<file path="src/rtl/rxb_pkg.sv">
package rxb_pkg;
  typedef enum logic [2:0] {
    S_IDLE,
    S_CMD,
    S_RECV,
    S_STB,
    S_DMA
  } seq_state_e;
endpackage

</file>
<file path="src/rtl/rxb_stage_fifo.sv">
module rxb_stage_fifo #(
  parameter int W     = 16,
  parameter int DEPTH = 32,
  localparam int PW   = $clog2(DEPTH),
  localparam int CW   = $clog2(DEPTH + 1)
) (
  input  logic          clk_i,
  input  logic          rst_ni,
  input  logic          flush_i,
  input  logic          push_i,
  input  logic [W-1:0]  wdata_i,
  input  logic          pop_i,
  output logic [W-1:0]  rdata_o,
  output logic [CW-1:0] count_o
);
  logic [W-1:0]  mem_q [DEPTH];
  logic [PW-1:0] wr_ptr_q, rd_ptr_q;
  logic [CW-1:0] cnt_q;

  function automatic logic [PW-1:0] ptr_inc(input logic [PW-1:0] p);
    return (p == PW'(DEPTH - 1)) ? '0 : p + 1'b1;
  endfunction

  always_ff @(posedge clk_i) begin
    if (push_i && !flush_i) mem_q[wr_ptr_q] <= wdata_i;
  end

  always_ff @(posedge clk_i or negedge rst_ni) begin
    if (!rst_ni) begin
      wr_ptr_q <= '0;
      rd_ptr_q <= '0;
      cnt_q    <= '0;
    end else if (flush_i) begin
      wr_ptr_q <= '0;
      rd_ptr_q <= '0;
      cnt_q    <= '0;
    end else begin
      if (push_i) wr_ptr_q <= ptr_inc(wr_ptr_q);
      if (pop_i)  rd_ptr_q <= ptr_inc(rd_ptr_q);
      cnt_q <= cnt_q + CW'(push_i) - CW'(pop_i);
    end
  end

  assign rdata_o = mem_q[rd_ptr_q];
  assign count_o = cnt_q;

  a_r5_push_room: assert property (@(posedge clk_i) disable iff (!rst_ni)
    push_i && !flush_i |-> cnt_q < CW'(DEPTH));
  a_r9_pop_nonempty: assert property (@(posedge clk_i) disable iff (!rst_ni)
    pop_i |-> cnt_q != '0);
endmodule

</file>
<file path="src/rtl/rxb_seq.sv">
module rxb_seq
  import rxb_pkg::*;
#(
  parameter int DATA_W    = 16,
  parameter int MAX_WORDS = 32,
  parameter int STB_CYC   = 4,
  parameter int WC_LSB    = 0,
  parameter int SA_LSB    = 5,
  parameter int SA_W      = 5,
  localparam int IDX_W    = $clog2(MAX_WORDS),
  localparam int CNT_W    = $clog2(MAX_WORDS + 1),
  localparam int STB_W    = $clog2(STB_CYC + 1)
) (
  input  logic              clk_i,
  input  logic              rst_ni,
  input  logic              cmd_valid_i,
  input  logic [DATA_W-1:0] cmd_word_i,
  input  logic              illegal_i,
  input  logic              data_valid_i,
  input  logic              data_err_i,
  input  logic              msg_end_i,
  input  logic              dma_done_i,
  output logic              cmd_stb_o,
  output logic [DATA_W-1:0] cmd_bus_o,
  output logic              msg_done_no,
  output logic              push_o,
  output logic              flush_o,
  output logic              dma_start_o,
  output logic [CNT_W-1:0]  exp_len_o,
  output logic [SA_W-1:0]   base_o
);
  seq_state_e        st_q, st_d;
  logic [DATA_W-1:0] cmd_q, cmd_d;
  logic [CNT_W-1:0]  cnt_q, cnt_d;
  logic [STB_W-1:0]  stb_q, stb_d;
  logic [IDX_W-1:0]  wc_field;
  logic [CNT_W-1:0]  exp_len;
  logic              bad_word;

  // word count field of zero encodes a full-size message
  assign wc_field = cmd_q[WC_LSB +: IDX_W];
  assign exp_len  = (wc_field == '0) ? CNT_W'(MAX_WORDS) : CNT_W'(wc_field);
  assign bad_word = data_valid_i && (data_err_i || cnt_q == exp_len);

  always_comb begin
    st_d        = st_q;
    cmd_d       = cmd_q;
    cnt_d       = cnt_q;
    stb_d       = stb_q;
    push_o      = 1'b0;
    flush_o     = 1'b0;
    dma_start_o = 1'b0;
    unique case (st_q)
      S_IDLE: begin
        if (cmd_valid_i) begin
          cmd_d = cmd_word_i;
          cnt_d = '0;
          st_d  = S_CMD;
        end
      end
      S_CMD: st_d = illegal_i ? S_IDLE : S_RECV;
      S_RECV: begin
        if (cmd_valid_i) begin
          flush_o = 1'b1;
          cmd_d   = cmd_word_i;
          cnt_d   = '0;
          st_d    = S_CMD;
        end else if (bad_word) begin
          flush_o = 1'b1;
          st_d    = S_IDLE;
        end else begin
          push_o = data_valid_i;
          cnt_d  = cnt_q + CNT_W'(data_valid_i);
          if (msg_end_i) begin
            if (cnt_d == exp_len) begin
              stb_d = '0;
              st_d  = S_STB;
            end else begin
              flush_o = 1'b1;
              st_d    = S_IDLE;
            end
          end
        end
      end
      S_STB: begin
        if (stb_q == STB_W'(STB_CYC - 1)) begin
          dma_start_o = 1'b1;
          st_d        = S_DMA;
        end else begin
          stb_d = stb_q + 1'b1;
        end
      end
      S_DMA: if (dma_done_i) st_d = S_IDLE;
      default: st_d = S_IDLE;
    endcase
  end

  always_ff @(posedge clk_i or negedge rst_ni) begin
    if (!rst_ni) begin
      st_q  <= S_IDLE;
      cmd_q <= '0;
      cnt_q <= '0;
      stb_q <= '0;
    end else begin
      st_q  <= st_d;
      cmd_q <= cmd_d;
      cnt_q <= cnt_d;
      stb_q <= stb_d;
    end
  end

  assign cmd_stb_o   = (st_q == S_CMD);
  assign msg_done_no = (st_q != S_STB);
  assign cmd_bus_o   = cmd_q;
  assign exp_len_o   = exp_len;
  assign base_o      = cmd_q[SA_LSB +: SA_W];

  a_r2_cmd_stb_single: assert property (@(posedge clk_i) disable iff (!rst_ni)
    cmd_stb_o |=> !cmd_stb_o);
  a_r3_illegal_drop: assert property (@(posedge clk_i) disable iff (!rst_ni)
    cmd_stb_o && illegal_i |=> st_q == S_IDLE);
  a_r7_no_excess_push: assert property (@(posedge clk_i) disable iff (!rst_ni)
    push_o |-> cnt_q < exp_len);
  a_r12_cmd_held: assert property (@(posedge clk_i) disable iff (!rst_ni)
    (st_q == S_STB || st_q == S_DMA) |=> $stable(cmd_bus_o));
endmodule

</file>
<file path="src/rtl/rxb_dma.sv">
module rxb_dma #(
  parameter int DATA_W    = 16,
  parameter int MAX_WORDS = 32,
  parameter int SA_W      = 5,
  localparam int IDX_W    = $clog2(MAX_WORDS),
  localparam int CNT_W    = $clog2(MAX_WORDS + 1),
  localparam int ADDR_W   = SA_W + IDX_W
) (
  input  logic              clk_i,
  input  logic              rst_ni,
  input  logic              start_i,
  input  logic [CNT_W-1:0]  len_i,
  input  logic [SA_W-1:0]   base_i,
  input  logic [DATA_W-1:0] rdata_i,
  output logic              pop_o,
  output logic              ram_we_o,
  output logic [ADDR_W-1:0] ram_addr_o,
  output logic [DATA_W-1:0] ram_wdata_o,
  output logic              done_o
);
  logic             active_q, done_q;
  logic [CNT_W-1:0] idx_q;
  logic             last;

  assign last = active_q && (idx_q == len_i - 1'b1);

  always_ff @(posedge clk_i or negedge rst_ni) begin
    if (!rst_ni) begin
      active_q <= 1'b0;
      done_q   <= 1'b0;
      idx_q    <= '0;
    end else begin
      done_q <= last;
      if (start_i) begin
        active_q <= 1'b1;
        idx_q    <= '0;
      end else if (last) begin
        active_q <= 1'b0;
      end else if (active_q) begin
        idx_q <= idx_q + 1'b1;
      end
    end
  end

  assign pop_o       = active_q;
  assign ram_we_o    = active_q;
  assign ram_addr_o  = {base_i, idx_q[IDX_W-1:0]};
  assign ram_wdata_o = rdata_i;
  assign done_o      = done_q;

  a_r10_done_single: assert property (@(posedge clk_i) disable iff (!rst_ni)
    done_o |=> !done_o);
  a_r9_start_len: assert property (@(posedge clk_i) disable iff (!rst_ni)
    start_i |-> len_i != '0 && !active_q);
endmodule

</file>
<file path="src/rtl/rxb_msg_buffer.sv">
module rxb_msg_buffer #(
  parameter int DATA_W    = 16,
  parameter int MAX_WORDS = 32,
  parameter int STB_CYC   = 4,
  parameter int WC_LSB    = 0,
  parameter int SA_LSB    = 5,
  parameter int SA_W      = 5,
  localparam int IDX_W    = $clog2(MAX_WORDS),
  localparam int CNT_W    = $clog2(MAX_WORDS + 1),
  localparam int ADDR_W   = SA_W + IDX_W
) (
  input  logic              clk_i,
  input  logic              rst_ni,
  input  logic              cmd_valid_i,
  input  logic [DATA_W-1:0] cmd_word_i,
  input  logic              illegal_i,
  input  logic              data_valid_i,
  input  logic [DATA_W-1:0] data_word_i,
  input  logic              data_err_i,
  input  logic              msg_end_i,
  output logic              cmd_stb_o,
  output logic [DATA_W-1:0] cmd_bus_o,
  output logic              msg_done_no,
  output logic              ram_we_o,
  output logic [ADDR_W-1:0] ram_addr_o,
  output logic [DATA_W-1:0] ram_wdata_o,
  output logic              dma_done_o
);
  logic              push, flush, pop, dma_start;
  logic [CNT_W-1:0]  exp_len;
  logic [SA_W-1:0]   base;
  logic [DATA_W-1:0] fifo_rdata;
  logic [CNT_W-1:0]  fifo_count;

  rxb_seq #(
    .DATA_W(DATA_W), .MAX_WORDS(MAX_WORDS), .STB_CYC(STB_CYC),
    .WC_LSB(WC_LSB), .SA_LSB(SA_LSB), .SA_W(SA_W)
  ) u_seq (
    .clk_i, .rst_ni,
    .cmd_valid_i, .cmd_word_i, .illegal_i,
    .data_valid_i, .data_err_i, .msg_end_i,
    .dma_done_i (dma_done_o),
    .cmd_stb_o, .cmd_bus_o, .msg_done_no,
    .push_o     (push),
    .flush_o    (flush),
    .dma_start_o(dma_start),
    .exp_len_o  (exp_len),
    .base_o     (base)
  );

  rxb_stage_fifo #(.W(DATA_W), .DEPTH(MAX_WORDS)) u_fifo (
    .clk_i, .rst_ni,
    .flush_i(flush),
    .push_i (push),
    .wdata_i(data_word_i),
    .pop_i  (pop),
    .rdata_o(fifo_rdata),
    .count_o(fifo_count)
  );

  rxb_dma #(.DATA_W(DATA_W), .MAX_WORDS(MAX_WORDS), .SA_W(SA_W)) u_dma (
    .clk_i, .rst_ni,
    .start_i    (dma_start),
    .len_i      (exp_len),
    .base_i     (base),
    .rdata_i    (fifo_rdata),
    .pop_o      (pop),
    .ram_we_o,
    .ram_addr_o,
    .ram_wdata_o,
    .done_o     (dma_done_o)
  );

  a_r5_no_write_in_strobe: assert property (@(posedge clk_i) disable iff (!rst_ni)
    !msg_done_no |-> !ram_we_o);
  a_r9_burst_follows: assert property (@(posedge clk_i) disable iff (!rst_ni)
    $rose(msg_done_no) |-> ram_we_o);
  a_r9_full_at_start: assert property (@(posedge clk_i) disable iff (!rst_ni)
    dma_start |-> fifo_count == exp_len);
  a_r10_done_after_burst: assert property (@(posedge clk_i) disable iff (!rst_ni)
    $fell(ram_we_o) |-> dma_done_o);
endmodule

</file>
<file path="config.mk">
export PLATFORM = sky130hd
export DESIGN_NAME = rxb_msg_buffer
export DESIGN_NICKNAME = d
export VERILOG_FILES = /design/src/rtl/rxb_pkg.sv /design/src/rtl/rxb_stage_fifo.sv /design/src/rtl/rxb_seq.sv /design/src/rtl/rxb_dma.sv /design/src/rtl/rxb_msg_buffer.sv
export SDC_FILE = /design/constraint.sdc
export NUM_CORES = 1
export LEC_CHECK = 0
export CORE_MARGIN = 2
export CORE_UTILIZATION = 47
export DETAILED_ROUTE_END_ITERATION = 6
export PLACE_DENSITY = 0.67
export SYNTH_ARGS = -nofsm -noshare
export SYNTH_HDL_FRONTEND = slang
export SYNTH_SLANG_ARGS = --single-unit
</file>
<file path="constraint.sdc">
create_clock -name clk_i -period 4.66 [get_ports clk_i]
set_input_delay 0.932 -clock clk_i [delete_from_list [all_inputs] [get_ports clk_i]]
set_output_delay 0.932 -clock clk_i [all_outputs]
set_load 0.005 [all_outputs]
</file>
==> tab_implementation.tex <==
\begin{tabular}{lr}
\hline
Metric & Value \\
\hline
\multicolumn{2}{l}{\textbf{Min path}} \\
Path class of the lowest-slack min-delay path & primary input to asynchronous set/reset pin \\
\multicolumn{2}{l}{\textbf{Timing}} \\
Setup violators final & 0 \\
Number of hold-slack violations in the final timing report & 0 \\
Slew @ Worst Pin & between 1000 and 1500 ps \\
Skew final & 39.1 ps \\
Unrepaired setup endpoints after global routing & no \\
Final Critical Period & 4530 ps \\
Maximum clock rate & 0.221 GHz \\
Slew margin rel. & 0.116 \\
Max-slew violation count & 0 \\
Setup ws final & 132 ps \\
Final cycle utilization of the critical path & 0.972 \\
\multicolumn{2}{l}{\textbf{Power and ir drop}} \\
Power density normalized to cell area & approximately 530 mW/mm2 \\
Leakage power & 0.00827 uW \\
Clock power share & 0.315 \\
VDD IR max & 316 uV \\
Switch share & 0.278 \\
Comb power frac & 0.266 \\
Internal power contribution & 10200 uW \\
Sequential share of power & 0.420 \\
Switching power total & 3920 uW \\
\multicolumn{2}{l}{\textbf{Setup path}} \\
Dominant delay contributor by cell family on the critical path & multiplexers \\
Worst Path Max Fanout & 36 \\
Worst path depth & 5 \\
Startpoint type of the worst setup path & register \\
Arrival @ worst endpoint & around 3600 ps \\
Required time of the worst setup path & 3730 ps \\
Critical path class & register to primary output \\
Endpoint of the most critical setup path & ram\_wdata\_o[12] \\
Number of buffer and inverter stages on the critical path & 2 \\
CP endpoint kind & primary output \\
Cell-by-cell listing of the critical path & buf\_4 -> mux4\_2 -> mux4\_2 -> mux2\_2 -> clkdlybuf4s50\_1 \\
Worst flop-to-flop path startpoint & u\_seq.cmd\_bus\_o[1]\$\_DFFE\_PN0P\_ \\
Register-to-register path setup slack & 650 ps \\
Capture point of the worst reg-to-reg path & u\_fifo.mem\_q[17][8]\$\_DFFE\_PP\_ \\
Setup crit start & u\_fifo.rd\_ptr\_q[1]\$\_DFFE\_PN0P\_ \\
Register-to-Register Path Depth & 7 \\
Cell with the most instances on the worst path & sky130\_fd\_sc\_hd\_\_mux4\_2 \\
Critical path's slowest cell & sky130\_fd\_sc\_hd\_\_dfrtp\_4 \\
Longest individual stage delay on the worst path & 840 ps \\
\multicolumn{2}{l}{\textbf{Clock network}} \\
CTS H-tree depth & 2 \\
Number of hold buffers added after CTS & 0 \\
Insertion delay of the later-clocked pin in the worst-skew pair & between 600 and 700 ps \\
Clock root buffer & sky130\_fd\_sc\_hd\_\_clkbuf\_16 \\
Total clock buffers created by CTS & 56 \\
Clk pin slew, worst setup/hold paths & 60 ps \\
Clock tree from TritonCTS & built \\
Largest buffer count on any clock path & 3 \\
Count of clock tree sinks & 558 \\
\multicolumn{2}{l}{\textbf{Cells and area}} \\
Area overhead of the layout relative to synthesis & 17.3\% \\
Total area of multi-input combinational cells & 0.00580 mm2 \\
Post-layout net count & 1231 \\
Filler Cells Inserted & 3522 \\
Fraction of final layout cells with drive strength greater than 1 & 0.302 \\
Area used by sequential logic in the layout & 0.0165 mm2 \\
Non-filler cells in the finished layout & 1839 \\
\multicolumn{2}{l}{\textbf{Yosys}} \\
XOR/XNOR Fraction of Synth Area & 0.00662 \\
Number of synthesized flops with an enable pin & 512 \\
Dominant synthesized flop cell & sky130\_fd\_sc\_hd\_\_edfxtp\_1 \\
Average cell area after synthesis & 21.2 um2 \\
Dominant combinational cell family by area after synthesis & multiplexers \\
Post-Synth Simple-Gate Area & 0.0387 \\
Compound-cell area share of the yosys netlist & 0.0147 \\
Count of unique library cells instantiated by Yosys & 51 \\
Synthesized flop and latch total & 558 \\
Number of nets in the synthesized netlist & 1112 \\
Synthesized-area fraction occupied by adder cells & 0.00668 \\
Sequential share of the synthesized area & 0.735 \\
Share of async-settable or async-resettable flops after synthesis & 0.0824 \\
Syn. warnings & 0 \\
Instance count of the mapped netlist & 1061 \\
Fraction of synthesized area in multiplexers & 0.181 \\
Cell Area, Synth & 0.0225 mm2 \\
\multicolumn{2}{l}{\textbf{Floorplan}} \\
I/O pin count & 85 \\
Height of the chip & about 220 um \\
Row count & 80 \\
Effective utilization at floorplan & 0.474 \\
Area of the core & 0.0474 mm2 \\
Die width & 223 um \\
Die outline area & 0.0496 mm2 \\
\multicolumn{2}{l}{\textbf{Global route}} \\
Largest net degree at the start of global routing & 47 \\
Overflow left after global routing & 0 \\
GRT Resource Usage Total & 0.210 \\
Via count of the first global-routing pass & 11100 \\
First-pass GRT wire length & between 70000 and 80000 um \\
Number of antenna violations at the first check in global routing & 0 \\
\multicolumn{2}{l}{\textbf{Drt}} \\
Final wirelength & 50800 um \\
Detailed router's first-iteration violation count & 1172 \\
Count of nets left with antenna violations after detail routing & 0 \\
Number of detailed-route iterations in the first pass & 7 \\
Vias & 11200 \\
Avg Vias per Cell & 6.06 \\
Avg WL per Cell & 27.6 um \\
Remaining DRCs & 4 \\
\multicolumn{2}{l}{\textbf{Placed design}} \\
Number of cells after detailed placement & about 1700 \\
Post-detailed-placement half-perimeter wirelength & about 32000 um \\
Routability cong. & 0.851 \\
Setup Slack @ Placement & -35.8 ps \\
Count of buffers from port buffering & 84 \\
\multicolumn{2}{l}{\textbf{Status}} \\
Failing checks & DRC \\
Status & finished with violations \\
\multicolumn{2}{l}{\textbf{Run}} \\
Maximum Capacitance Violations & 0 \\
\hline
\end{tabular}
## per-layer routing
| layer | global-route usage | vias up | share of wire |
|---|---|---|---|
| met1 | 0.324 | 5940 | 0.44 |
| li1 | - | 4654 | - |
| met4 | 0.0559 | 0 | 0.018 |
| met2 | 0.311 | 493 | 0.46 |
| met5 | 0 | - | 0 |
| met3 | 0.0395 | 65 | 0.084 |
## layout make-up
class                      count  share of cell area
tap                          615              0.0292
sequential                   558               0.627
timing repair buffer         134              0.0538
inverter                      11             0.00157
multi-input combinational    419               0.220
clock buffer                  62              0.0540
clock inverter                39              0.0143
antenna                        1           0.0000949
## logic make-up after synthesis
logic type,Yosys count
AOI/OAI and AO/OA,44
xor gates and xnor gates,17
adders and majority gates,12
buffers and inverters,84
DFF,558
muxes,203
and+or+nand+nor,143
## power groups by stage
stage	Combinational [uW]	Sequential [uW]	Clock, uW
6_report	3750	5910	4430
5_1_grt	3970	5940	4700
4_1_cts	3800	5920	4510
3_5_place_dp	3750	6050	0
3_3_place_gp	3710	6040	0
2_1_floorplan	2350	5800	0
## synth_stat cells (all sizes together), types with 2 or more instances
cell type | number | area (um2)
xnor2 | 15 | 131
a22o | 2 | 17.5
mux2 | 34 | 383
nand3b | 4 | 30.0
mux4 | 160 | 3600
nor2b | 2 | 12.5
edfxtp | 512 | 15400
mux2i | 9 | 90.1
nand2b | 2 | 12.5
buf | 33 | 190
inv | 11 | 41.3
a31oi | 4 | 25.0
and3 | 6 | 37.5
o211ai | 5 | 37.5
nor3 | 24 | 125
xor2 | 2 | 17.5
nor2 | 23 | 86.3
o41ai | 2 | 36.3
dfrtp | 46 | 1150
and2 | 3 | 18.8
or3 | 6 | 37.5
o21ai | 11 | 55.1
nor4b | 16 | 228
ha | 12 | 150
or4 | 4 | 30.0
clkbuf | 40 | 150
nor3b | 6 | 45.0
o31ai | 3 | 36.3
nand2 | 32 | 120
a21oi | 9 | 56.3
nor4 | 2 | 12.5
nand3 | 11 | 55.1
## state kept, by name, summed over array words and instances, names as in the netlist
| register | flops |
|---|---|
| u_dma.pop_o | 1 |
| u_seq.st_q | 3 |
| u_dma.done_o | 1 |
| u_fifo.mem_q | 512 |
| u_seq.cnt_q | 6 |
| u_fifo.wr_ptr_q | 5 |
| u_fifo.rd_ptr_q | 5 |
| u_dma.idx_q | 6 |
| u_seq.cmd_bus_o | 16 |
| u_seq.stb_q | 3 |
## worst register-to-register path, cell delays in order, from the launching register on
cell	delay, ps
sky130_fd_sc_hd__dfrtp_1	490
sky130_fd_sc_hd__or4_1	690
sky130_fd_sc_hd__or4_1	540
sky130_fd_sc_hd__o221a_2	160
sky130_fd_sc_hd__o31ai_4	260
sky130_fd_sc_hd__a21oi_4	150
sky130_fd_sc_hd__buf_4	250
sky130_fd_sc_hd__nor3_2	1070
## layout by cell type, fill, tap and decap left out, types with 3 or more instances in the layout
cell type                         count
sky130_fd_sc_hd__a31oi_1              4
sky130_fd_sc_hd__a21oi_1              8
sky130_fd_sc_hd__xnor2_1             15
sky130_fd_sc_hd__nand3b_1             4
sky130_fd_sc_hd__nor3b_1              6
sky130_fd_sc_hd__and3_1               6
sky130_fd_sc_hd__nand3_1             11
sky130_fd_sc_hd__clkinv_2             6
sky130_fd_sc_hd__clkbuf_1             6
sky130_fd_sc_hd__bufinv_16            7
sky130_fd_sc_hd__or3_1                5
sky130_fd_sc_hd__dfrtp_1             42
sky130_fd_sc_hd__and2_1               3
sky130_fd_sc_hd__mux4_2             160
sky130_fd_sc_hd__nor2_1              23
sky130_fd_sc_hd__mux2_2              34
sky130_fd_sc_hd__nor4b_4             14
sky130_fd_sc_hd__nand2_1             32
sky130_fd_sc_hd__inv_1               11
sky130_fd_sc_hd__edfxtp_1           512
sky130_fd_sc_hd__buf_4               31
sky130_fd_sc_hd__clkinvlp_4           4
sky130_fd_sc_hd__or4_1                4
sky130_fd_sc_hd__buf_12              19
sky130_fd_sc_hd__nor3_2              15
sky130_fd_sc_hd__clkinv_1            19
sky130_fd_sc_hd__o21ai_0             10
sky130_fd_sc_hd__nor3_1               7
sky130_fd_sc_hd__ha_1                12
sky130_fd_sc_hd__buf_2                7
sky130_fd_sc_hd__mux2i_1              9
sky130_fd_sc_hd__clkbuf_16           56
sky130_fd_sc_hd__o211ai_1             5
sky130_fd_sc_hd__clkdlybuf4s50_1     77
## timing repair
| item | in CTS | in global routing |
|---|---|---|
| resized for setup | 0 | 0 |
| setup endpoints to repair | 7 | 0 |
| setup buffers | 1 | 0 |
## per-stage QoR
step	TNS [ps]	utilization	cell area, um2	power (uW)	hold WS [ps]
2_1_floorplan	0	-	22500	8150	450
3_3_place_gp	0	0.517	24500	9750	465
3_5_place_dp	-562	0.517	24500	9790	485
4_1_cts	0	0.556	26400	14200	421
5_1_grt	0	0.556	26400	14600	469
6_report	0	0.556	26400	14100	433
## worst min-delay path by stage
stage	endpoint	slack, ps	cells after the start
3_5_place_dp	u_seq.stb_q[2]$_DFFE_PN0P_	490	1
5_1_grt	u_seq.cmd_bus_o[4]$_DFFE_PN0P_	470	2
4_1_cts	u_seq.cmd_bus_o[5]$_DFFE_PN0P_	420	2
3_3_place_gp	u_seq.stb_q[2]$_DFFE_PN0P_	460	1
6_report	u_seq.cmd_bus_o[5]$_DFFE_PN0P_	430	2
2_1_floorplan	u_seq.stb_q[2]$_DFFE_PN0P_	450	1
Note: power is estimated with default switching activity, not from simulation.
